[config.mk]
export PLATFORM = sky130hd
export DESIGN_NAME = hpt_walker
export DESIGN_NICKNAME = d
export VERILOG_FILES = /design/src/rtl/hpt_pkg.sv /design/src/rtl/hpt_hash.sv /design/src/rtl/hpt_match.sv /design/src/rtl/hpt_ra.sv /design/src/rtl/hpt_walker.sv
export SDC_FILE = /design/constraint.sdc
export NUM_CORES = 1
export LEC_CHECK = 0
export BUFFER_PORTS_ARGS = -buffer_cell sky130_fd_sc_hd__buf_2
export CAP_MARGIN = 40
export CORE_ASPECT_RATIO = 0.5
export CORE_MARGIN = 2
export CORE_UTILIZATION = 55
export CTS_BUF_LIST = sky130_fd_sc_hd__clkbuf_4 sky130_fd_sc_hd__clkbuf_8 sky130_fd_sc_hd__clkbuf_16
export CTS_CLUSTER_SIZE = 28
export DETAILED_ROUTE_END_ITERATION = 8
export GPL_ROUTABILITY_DRIVEN = 1
export PLACE_DENSITY = 0.81
export SYNTH_ARGS = -nofsm -noshare
export SYNTH_HDL_FRONTEND = slang
export SYNTH_SLANG_ARGS = --single-unit
[constraint.sdc]
create_clock -name clk_i -period 13.99 [get_ports clk_i]
set_input_delay 4.197 -clock clk_i [delete_from_list [all_inputs] [get_ports clk_i]]
set_output_delay 4.197 -clock clk_i [all_outputs]
set_load 0.05 [all_outputs]
[src/rtl/hpt_pkg.sv]
package hpt_pkg;
  localparam int DW             = 64;
  localparam int V_BIT          = 0;
  localparam int H_BIT          = 1;
  localparam int B_BIT          = 2;
  localparam int VSID_LSB       = 8;
  localparam int VSID_W         = 24;
  localparam int AVPN_LSB       = 32;
  localparam int AVPN_W         = 24;
  localparam int AVPN_SHIFT     = 16;
  localparam int REF_BIT        = 0;
  localparam int CHG_BIT        = 1;
  localparam int RPN_LSB        = 12;
  localparam int SEG_SMALL_BITS = 28;
  localparam int SEG_LARGE_BITS = 40;
  localparam int LARGE_VSID_ROT = 25;
  localparam int GROUP_SLOTS    = 8;
  localparam int SLOT_W         = $clog2(GROUP_SLOTS);
  localparam int ENTRY_SHIFT    = 4;
  localparam int SMALL_SHIFT    = 12;

  localparam logic [DW-1:0] CMP_MASK =
      ((((DW)'(1) << AVPN_W) - (DW)'(1)) << AVPN_LSB) |
      ((((DW)'(1) << VSID_W) - (DW)'(1)) << VSID_LSB) |
      ((DW)'(1) << V_BIT) | ((DW)'(1) << H_BIT) | ((DW)'(1) << B_BIT);

  typedef enum logic [2:0] {
    ST_IDLE,
    ST_READ,
    ST_CHECK,
    ST_WRITE,
    ST_DONE
  } walk_state_e;
endpackage

[src/rtl/hpt_hash.sv]
module hpt_hash
  import hpt_pkg::*;
#(
  parameter int HASH_W = 16
) (
  input  logic [VSID_W-1:0]         vsid_i,
  input  logic                      seg_1t_i,
  input  logic [SEG_LARGE_BITS-1:0] ea_i,
  input  logic [5:0]                shift_i,
  output logic [HASH_W-1:0]         hash_o,
  output logic [DW-1:0]             tag_o
);
  logic [DW-1:0] low_mask, seg_off, epn, page, vx;

  always_comb begin
    low_mask = ((DW)'(1) << shift_i) - (DW)'(1);
    seg_off  = seg_1t_i ? (DW)'(ea_i) : (DW)'(ea_i[SEG_SMALL_BITS-1:0]);
    epn      = seg_off & ~low_mask;
    page     = epn >> shift_i;
    vx       = (DW)'(vsid_i);
    hash_o   = seg_1t_i ? HASH_W'(vx ^ (vx << LARGE_VSID_ROT) ^ page)
                        : HASH_W'(vx ^ page);
    tag_o    = ((DW)'(1) << V_BIT) |
               ((DW)'(seg_1t_i) << B_BIT) |
               (vx << VSID_LSB) |
               ((DW)'(AVPN_W'(epn >> AVPN_SHIFT)) << AVPN_LSB);
  end
endmodule

[src/rtl/hpt_match.sv]
module hpt_match
  import hpt_pkg::*;
(
  input  logic [DW-1:0] entry_i,
  input  logic [DW-1:0] tag_i,
  output logic          hit_o
);
  assign hit_o = ((entry_i ^ tag_i) & CMP_MASK) == '0;
endmodule

[src/rtl/hpt_ra.sv]
module hpt_ra
  import hpt_pkg::*;
#(
  parameter int EA_W = 48
) (
  input  logic [EA_W-1:0]       ea_i,
  input  logic [DW-1:RPN_LSB]   rpn_i,
  input  logic [5:0]            shift_i,
  output logic [DW-1:0]         ra_o
);
  for (genvar g = 0; g < DW; g++) begin : g_bit
    if (g < RPN_LSB) begin : g_off
      assign ra_o[g] = ea_i[g];
    end else if (g < EA_W) begin : g_mix
      assign ra_o[g] = (shift_i > 6'(g)) ? ea_i[g] : rpn_i[g];
    end else begin : g_rpn
      assign ra_o[g] = rpn_i[g];
    end
  end
endmodule

[src/rtl/hpt_walker.sv]
module hpt_walker
  import hpt_pkg::*;
#(
  parameter int EA_W   = 48,
  parameter int AW     = 48,
  parameter int HASH_W = 16
) (
  input  logic                     clk_i,
  input  logic                     rst_ni,
  input  logic                     start_i,
  input  logic [VSID_W-1:0]        vsid_i,
  input  logic                     seg_1t_i,
  input  logic [EA_W-1:0]          ea_i,
  input  logic [5:0]               pshift_i,
  input  logic                     force_small_i,
  input  logic                     is_store_i,
  input  logic [AW-1:0]            htab_base_i,
  input  logic [HASH_W-1:0]        htab_mask_i,
  output logic                     busy_o,
  output logic                     done_o,
  output logic                     hit_o,
  output logic [HASH_W+SLOT_W-1:0] ptex_o,
  output logic [DW-1:0]            ra_o,
  output logic                     rd_req_o,
  output logic [AW-1:0]            rd_addr_o,
  input  logic                     rd_ack_i,
  input  logic [2*DW-1:0]          rd_data_i,
  output logic                     wr_req_o,
  output logic [AW-1:0]            wr_addr_o,
  output logic [DW-1:0]            wr_data_o,
  input  logic                     wr_ack_i
);
  localparam int PTEX_W = HASH_W + SLOT_W;
  localparam logic [SLOT_W-1:0] LAST_SLOT = SLOT_W'(GROUP_SLOTS - 1);

  walk_state_e         state_q;
  logic [VSID_W-1:0]   vsid_q;
  logic                seg_q, store_q, phase_q, hit_q;
  logic [EA_W-1:0]     ea_q;
  logic [5:0]          shift_q;
  logic [AW-1:0]       base_q;
  logic [HASH_W-1:0]   mask_q;
  logic [SLOT_W-1:0]   slot_q;
  logic [DW-1:0]       d0_q, d1_q, wdata_q, ra_q;
  logic [PTEX_W-1:0]   ptex_q;

  logic [HASH_W-1:0]   hash, grp;
  logic [DW-1:0]       tag_base, tag, ra_calc, d1_upd;
  logic [PTEX_W-1:0]   ptex_cur;
  logic [AW-1:0]       entry_addr;
  logic                entry_hit;

  hpt_hash #(.HASH_W(HASH_W)) u_hash (
    .vsid_i  (vsid_q),
    .seg_1t_i(seg_q),
    .ea_i    (ea_q[SEG_LARGE_BITS-1:0]),
    .shift_i (shift_q),
    .hash_o  (hash),
    .tag_o   (tag_base)
  );

  // secondary pass: complemented hash, flag set in the tag
  assign tag        = tag_base | ((DW)'(phase_q) << H_BIT);
  assign grp        = phase_q ? (~hash & mask_q) : (hash & mask_q);
  assign ptex_cur   = {grp, slot_q};
  assign entry_addr = base_q + (AW'(ptex_cur) << ENTRY_SHIFT);

  hpt_match u_match (
    .entry_i(d0_q),
    .tag_i  (tag),
    .hit_o  (entry_hit)
  );

  hpt_ra #(.EA_W(EA_W)) u_ra (
    .ea_i   (ea_q),
    .rpn_i  (d1_q[DW-1:RPN_LSB]),
    .shift_i(shift_q),
    .ra_o   (ra_calc)
  );

  assign d1_upd = d1_q | ((DW)'(1) << REF_BIT) | ((DW)'(store_q) << CHG_BIT);

  always_ff @(posedge clk_i or negedge rst_ni) begin
    if (!rst_ni) begin
      state_q <= ST_IDLE;
      vsid_q  <= '0;
      seg_q   <= 1'b0;
      store_q <= 1'b0;
      ea_q    <= '0;
      shift_q <= '0;
      base_q  <= '0;
      mask_q  <= '0;
      phase_q <= 1'b0;
      slot_q  <= '0;
      d0_q    <= '0;
      d1_q    <= '0;
      wdata_q <= '0;
      hit_q   <= 1'b0;
      ptex_q  <= '0;
      ra_q    <= '0;
    end else begin
      case (state_q)
        ST_IDLE: begin
          if (start_i) begin
            vsid_q  <= vsid_i;
            seg_q   <= seg_1t_i;
            store_q <= is_store_i;
            ea_q    <= ea_i;
            shift_q <= force_small_i ? 6'(SMALL_SHIFT) : pshift_i;
            base_q  <= htab_base_i;
            mask_q  <= htab_mask_i;
            phase_q <= 1'b0;
            slot_q  <= '0;
            hit_q   <= 1'b0;
            ptex_q  <= '0;
            ra_q    <= '0;
            state_q <= ST_READ;
          end
        end
        ST_READ: begin
          if (rd_ack_i) begin
            d0_q    <= rd_data_i[DW-1:0];
            d1_q    <= rd_data_i[2*DW-1:DW];
            state_q <= ST_CHECK;
          end
        end
        ST_CHECK: begin
          if (entry_hit) begin
            hit_q   <= 1'b1;
            ptex_q  <= ptex_cur;
            ra_q    <= ra_calc;
            wdata_q <= d1_upd;
            state_q <= (d1_upd != d1_q) ? ST_WRITE : ST_DONE;
          end else if (slot_q == LAST_SLOT) begin
            if (phase_q) begin
              state_q <= ST_DONE;
            end else begin
              phase_q <= 1'b1;
              slot_q  <= '0;
              state_q <= ST_READ;
            end
          end else begin
            slot_q  <= slot_q + 1'b1;
            state_q <= ST_READ;
          end
        end
        ST_WRITE: begin
          if (wr_ack_i) state_q <= ST_DONE;
        end
        ST_DONE:  state_q <= ST_IDLE;
        default:  state_q <= ST_IDLE;
      endcase
    end
  end

  assign busy_o    = state_q != ST_IDLE;
  assign done_o    = state_q == ST_DONE;
  assign hit_o     = hit_q;
  assign ptex_o    = ptex_q;
  assign ra_o      = ra_q;
  assign rd_req_o  = state_q == ST_READ;
  assign rd_addr_o = entry_addr;
  assign wr_req_o  = state_q == ST_WRITE;
  assign wr_addr_o = entry_addr + AW'(8);
  assign wr_data_o = wdata_q;
endmodule

==> metrics.cfg <==
[flow_run]
max_cap_viol_count=0

[cts]
root_buffer=clkbuf_16
cts_inserted_buffers=39
max-clock-path-buffers=3
clk_latency_ns=0.57
clkSinkCount=414
cts_setup_buffers=0
htree_levels=2
path_clk_slew_ns=0.07
ctsResizeCount=0
cts_hold_buf=0
cts_tree=built

[global_routing]
grt_pass1_vias=20840
antenna_found_initial=13
grt_usage_pct=35.65
grt_first_pass_wirelength_mm=122.0
grt_max_degree=187
overflow=0

[critical_path]
cpPeakStageDelay_ns=0.61
cp-endpoint=wr_addr_o[45]
startpoint=shift_q[4]$_DFFE_PN0P_
r2r_cells=17
critPathTopFamily=simple AND/OR/NAND/NOR gates
worstReg2RegStart=shift_q[4]$_DFFE_PN0P_
cp-start-kind=flip-flop
cp-end-kind=primary output
cp_max_fo=18
path_buf_inv=4
path_depth=29
cp_slowest_cell=nor3_1
criticalPathCategory=flip-flop to primary output
reg2reg_slack_ns=6.56
required_ns=9.79
arrival_ns=9.49
r2r_end=ra_o[62]$_DFFE_PN0P_

[placed_design]
io_buffer_count=512
dp_hpwl_mm=59.54
gp_congestion=1.081

[pwr]
p_leak_nw=13.91
peakVddDrop_mv=0.3307
p_per_area_mw_per_mm2=286.6

[run_status]
status=complete, no violations

[routing]
wl_met2_mm=37.28
via_per_inst=6.064
final_antenna_net_count=0
top_layer_used=met4
first_pass_iters=8
num_vias=22290
met3_wirelength_mm=6.847
wirelength_mm=81.17
routedWlPerCell_um=22.09
met1_length_mm=33.73
drc=0
drt_iter0_drc=2580

[synthesis]
syn-cell-area_mm2=0.02343
ys_ff_latch=414
synth.distinct_cells=100
synthArstFlopShare_pct=100.0
yosys_warnings=0
syn_inst=2621
syn_nets=2923
synth_edf_count=0
avgSynthCellArea_um2=8.938
yosysSeqAreaShare_pct=44.22
synthFlopType=dfrtp_1

[floorplanning]
dieArea_mm2=0.04436
initial_utilization_pct=55.81
num_rows=53
core-area_mm2=0.04198
die_w_um=295.9
die_h_um=149.9
io_pins=526

[layout]
final_nets=3355
syn_to_final_growth_pct=19.09
finish.utilization_pct=66.47
drive_above_1_share_pct=26.20

[timing]
layout_min_cycle_time_ns=13.69
max_slew_margin_pct=31.65
fmax_mhz=73.06
worst_slew_pin_slew_ns=1.025
rsz0062_at_grt=false
drv_slew=0
hold_ws_ns=0.4672
hold_violations=0
setup_viol=0
fin_setup_tns_ns=0
fin_skew_ns=0.03067
fin_crit_sh_pct=97.84

[worst_hold_path]
hp-class=flip-flop to flip-flop

## synth_stat cells (all sizes together), types with 9 or more instances
| cell type | n | share of area [%] |
|---|---|---|
| xor2 | 50 | 1.9 |
| nor4 | 23 | 0.76 |
| a22o | 21 | 0.79 |
| a21o | 14 | 0.45 |
| mux2i | 57 | 2.4 |
| a21oi | 71 | 1.5 |
| buf | 78 | 1.9 |
| nand3 | 112 | 2.4 |
| and3 | 38 | 1.0 |
| o211ai | 20 | 0.64 |
| xnor2 | 103 | 3.9 |
| a211oi | 22 | 0.73 |
| inv | 48 | 0.77 |
| clkbuf | 100 | 1.6 |
| ha | 23 | 1.2 |
| dfrtp | 414 | 44 |
| o22ai | 16 | 0.45 |
| mux2 | 120 | 5.8 |
| nand2b | 19 | 0.51 |
| nand2 | 723 | 12 |
| nand4 | 30 | 0.80 |
| nor2 | 76 | 1.2 |
| or3 | 10 | 0.27 |
| a311oi | 12 | 0.50 |
| a2111oi | 10 | 0.48 |
| and2 | 38 | 1.0 |
| nor3 | 32 | 0.68 |
| o21ai | 134 | 2.9 |
| or2 | 9 | 0.24 |
| a31o | 18 | 0.67 |
| a31oi | 26 | 0.76 |
| o31ai | 11 | 0.37 |
| nor2b | 9 | 0.24 |
## placed cells by master (no fill, tap or decap), types with 34 or more instances in the layout
master,synthesis,final
mux2i_1,57,57
o21ai_0,114,114
xor2_1,50,50
xnor2_1,103,103
nand3_1,112,112
inv_1,47,47
nand2_1,722,721
a21oi_1,70,70
buf_4,22,49
dfrtp_1,414,409
buf_2,35,512
nor2_1,75,75
and3_1,38,38
clkbuf_16,0,39
and2_1,37,34
mux2_2,120,120
## registers in the layout, indices dropped and copies added, names as in the netlist
| signal | flops |
|---|---|
| ea_q | 48 |
| d0_q | 51 |
| vsid_q | 24 |
| ptex_o | 19 |
| state_q | 3 |
| hit_o | 1 |
| slot_q | 3 |
| base_q | 48 |
| wr_data_o | 64 |
| store_q | 1 |
| seg_q | 1 |
| ra_o | 64 |
| phase_q | 1 |
| d1_q | 64 |
| shift_q | 6 |
| mask_q | 16 |
## stage by stage
step | std cells | setup WS [ns] | area, um2 | power (W)
2_1_floorplan | 2621 | 0.4404 | 23430 | 0.005403
3_3_place_gp | 3582 | 1.407 | 26330 | 0.006649
3_5_place_dp | 3589 | 1.370 | 26500 | 0.006747
4_1_cts | 3661 | 0.7012 | 27870 | 0.007898
5_1_grt | 3674 | 0.05669 | 27900 | 0.008395
6_report | 3675 | 0.3019 | 27900 | 0.007996
## cells by family (layout without fill, tap and decap cells)
kind of cell	count (synthesis)	in the layout	synth area share (%)
adder cells (fa/ha/maj)	24	24	1.314
buffers and inverters	227	690	4.246
other	0	14	0
XOR/XNOR	153	153	5.720
AO/OA/AOI/OAI	469	469	13.86
multiplexers	182	182	8.684
flip-flops	414	414	44.22
AND/OR/NAND/NOR	1152	1152	21.96
## layer usage
metal	GRT usage [%]	vias to the layer above
met3	6.297	203
li1	-	10010
met5	0	-
met1	49.78	10970
met2	55.39	1101
met4	14.16	0
## worst min path at each step
stage	start	end	slack, ns	cells past startpoint
2_1_floorplan	d1_q[10]$_DFFE_PN0P_	wr_data_o[10]$_DFFE_PN0P_	0.43	2
3_3_place_gp	wr_data_o[0]$_DFFE_PN0P_	wr_data_o[0]$_DFFE_PN0P_	0.44	1
3_5_place_dp	wr_data_o[8]$_DFFE_PN0P_	wr_data_o[8]$_DFFE_PN0P_	0.45	2
4_1_cts	wr_data_o[51]$_DFFE_PN0P_	wr_data_o[51]$_DFFE_PN0P_	0.47	2
5_1_grt	wr_data_o[2]$_DFFE_PN0P_	wr_data_o[2]$_DFFE_PN0P_	0.49	2
6_report	wr_data_o[54]$_DFFE_PN0P_	wr_data_o[54]$_DFFE_PN0P_	0.47	2
## tightest hold or removal path: stages (launching register included)
cell and delay, ns:
dfrtp_1 0.34, nand2_1 0.05, nand2_1 0.05
## power by group
part	switching (W)	internal, W
combinational	0.00336	0.00152
sequential	0.000408	0.00158
clock	0.000488	0.000649
## final cells by class
type / instances / area (um2)
fillers: 3438 / 14080
multi-input cells: 1980 / 12100
flip-flops and latches: 414 / 10370
repair buffers: 569 / 3123
clock buffers: 55 / 1127
well taps: 577 / 721.9
clock inverters: 17 / 241.5
inverters: 49 / 183.9
diodes: 14 / 35.03
No activity file was read; power rests on OpenSTA's default activity.
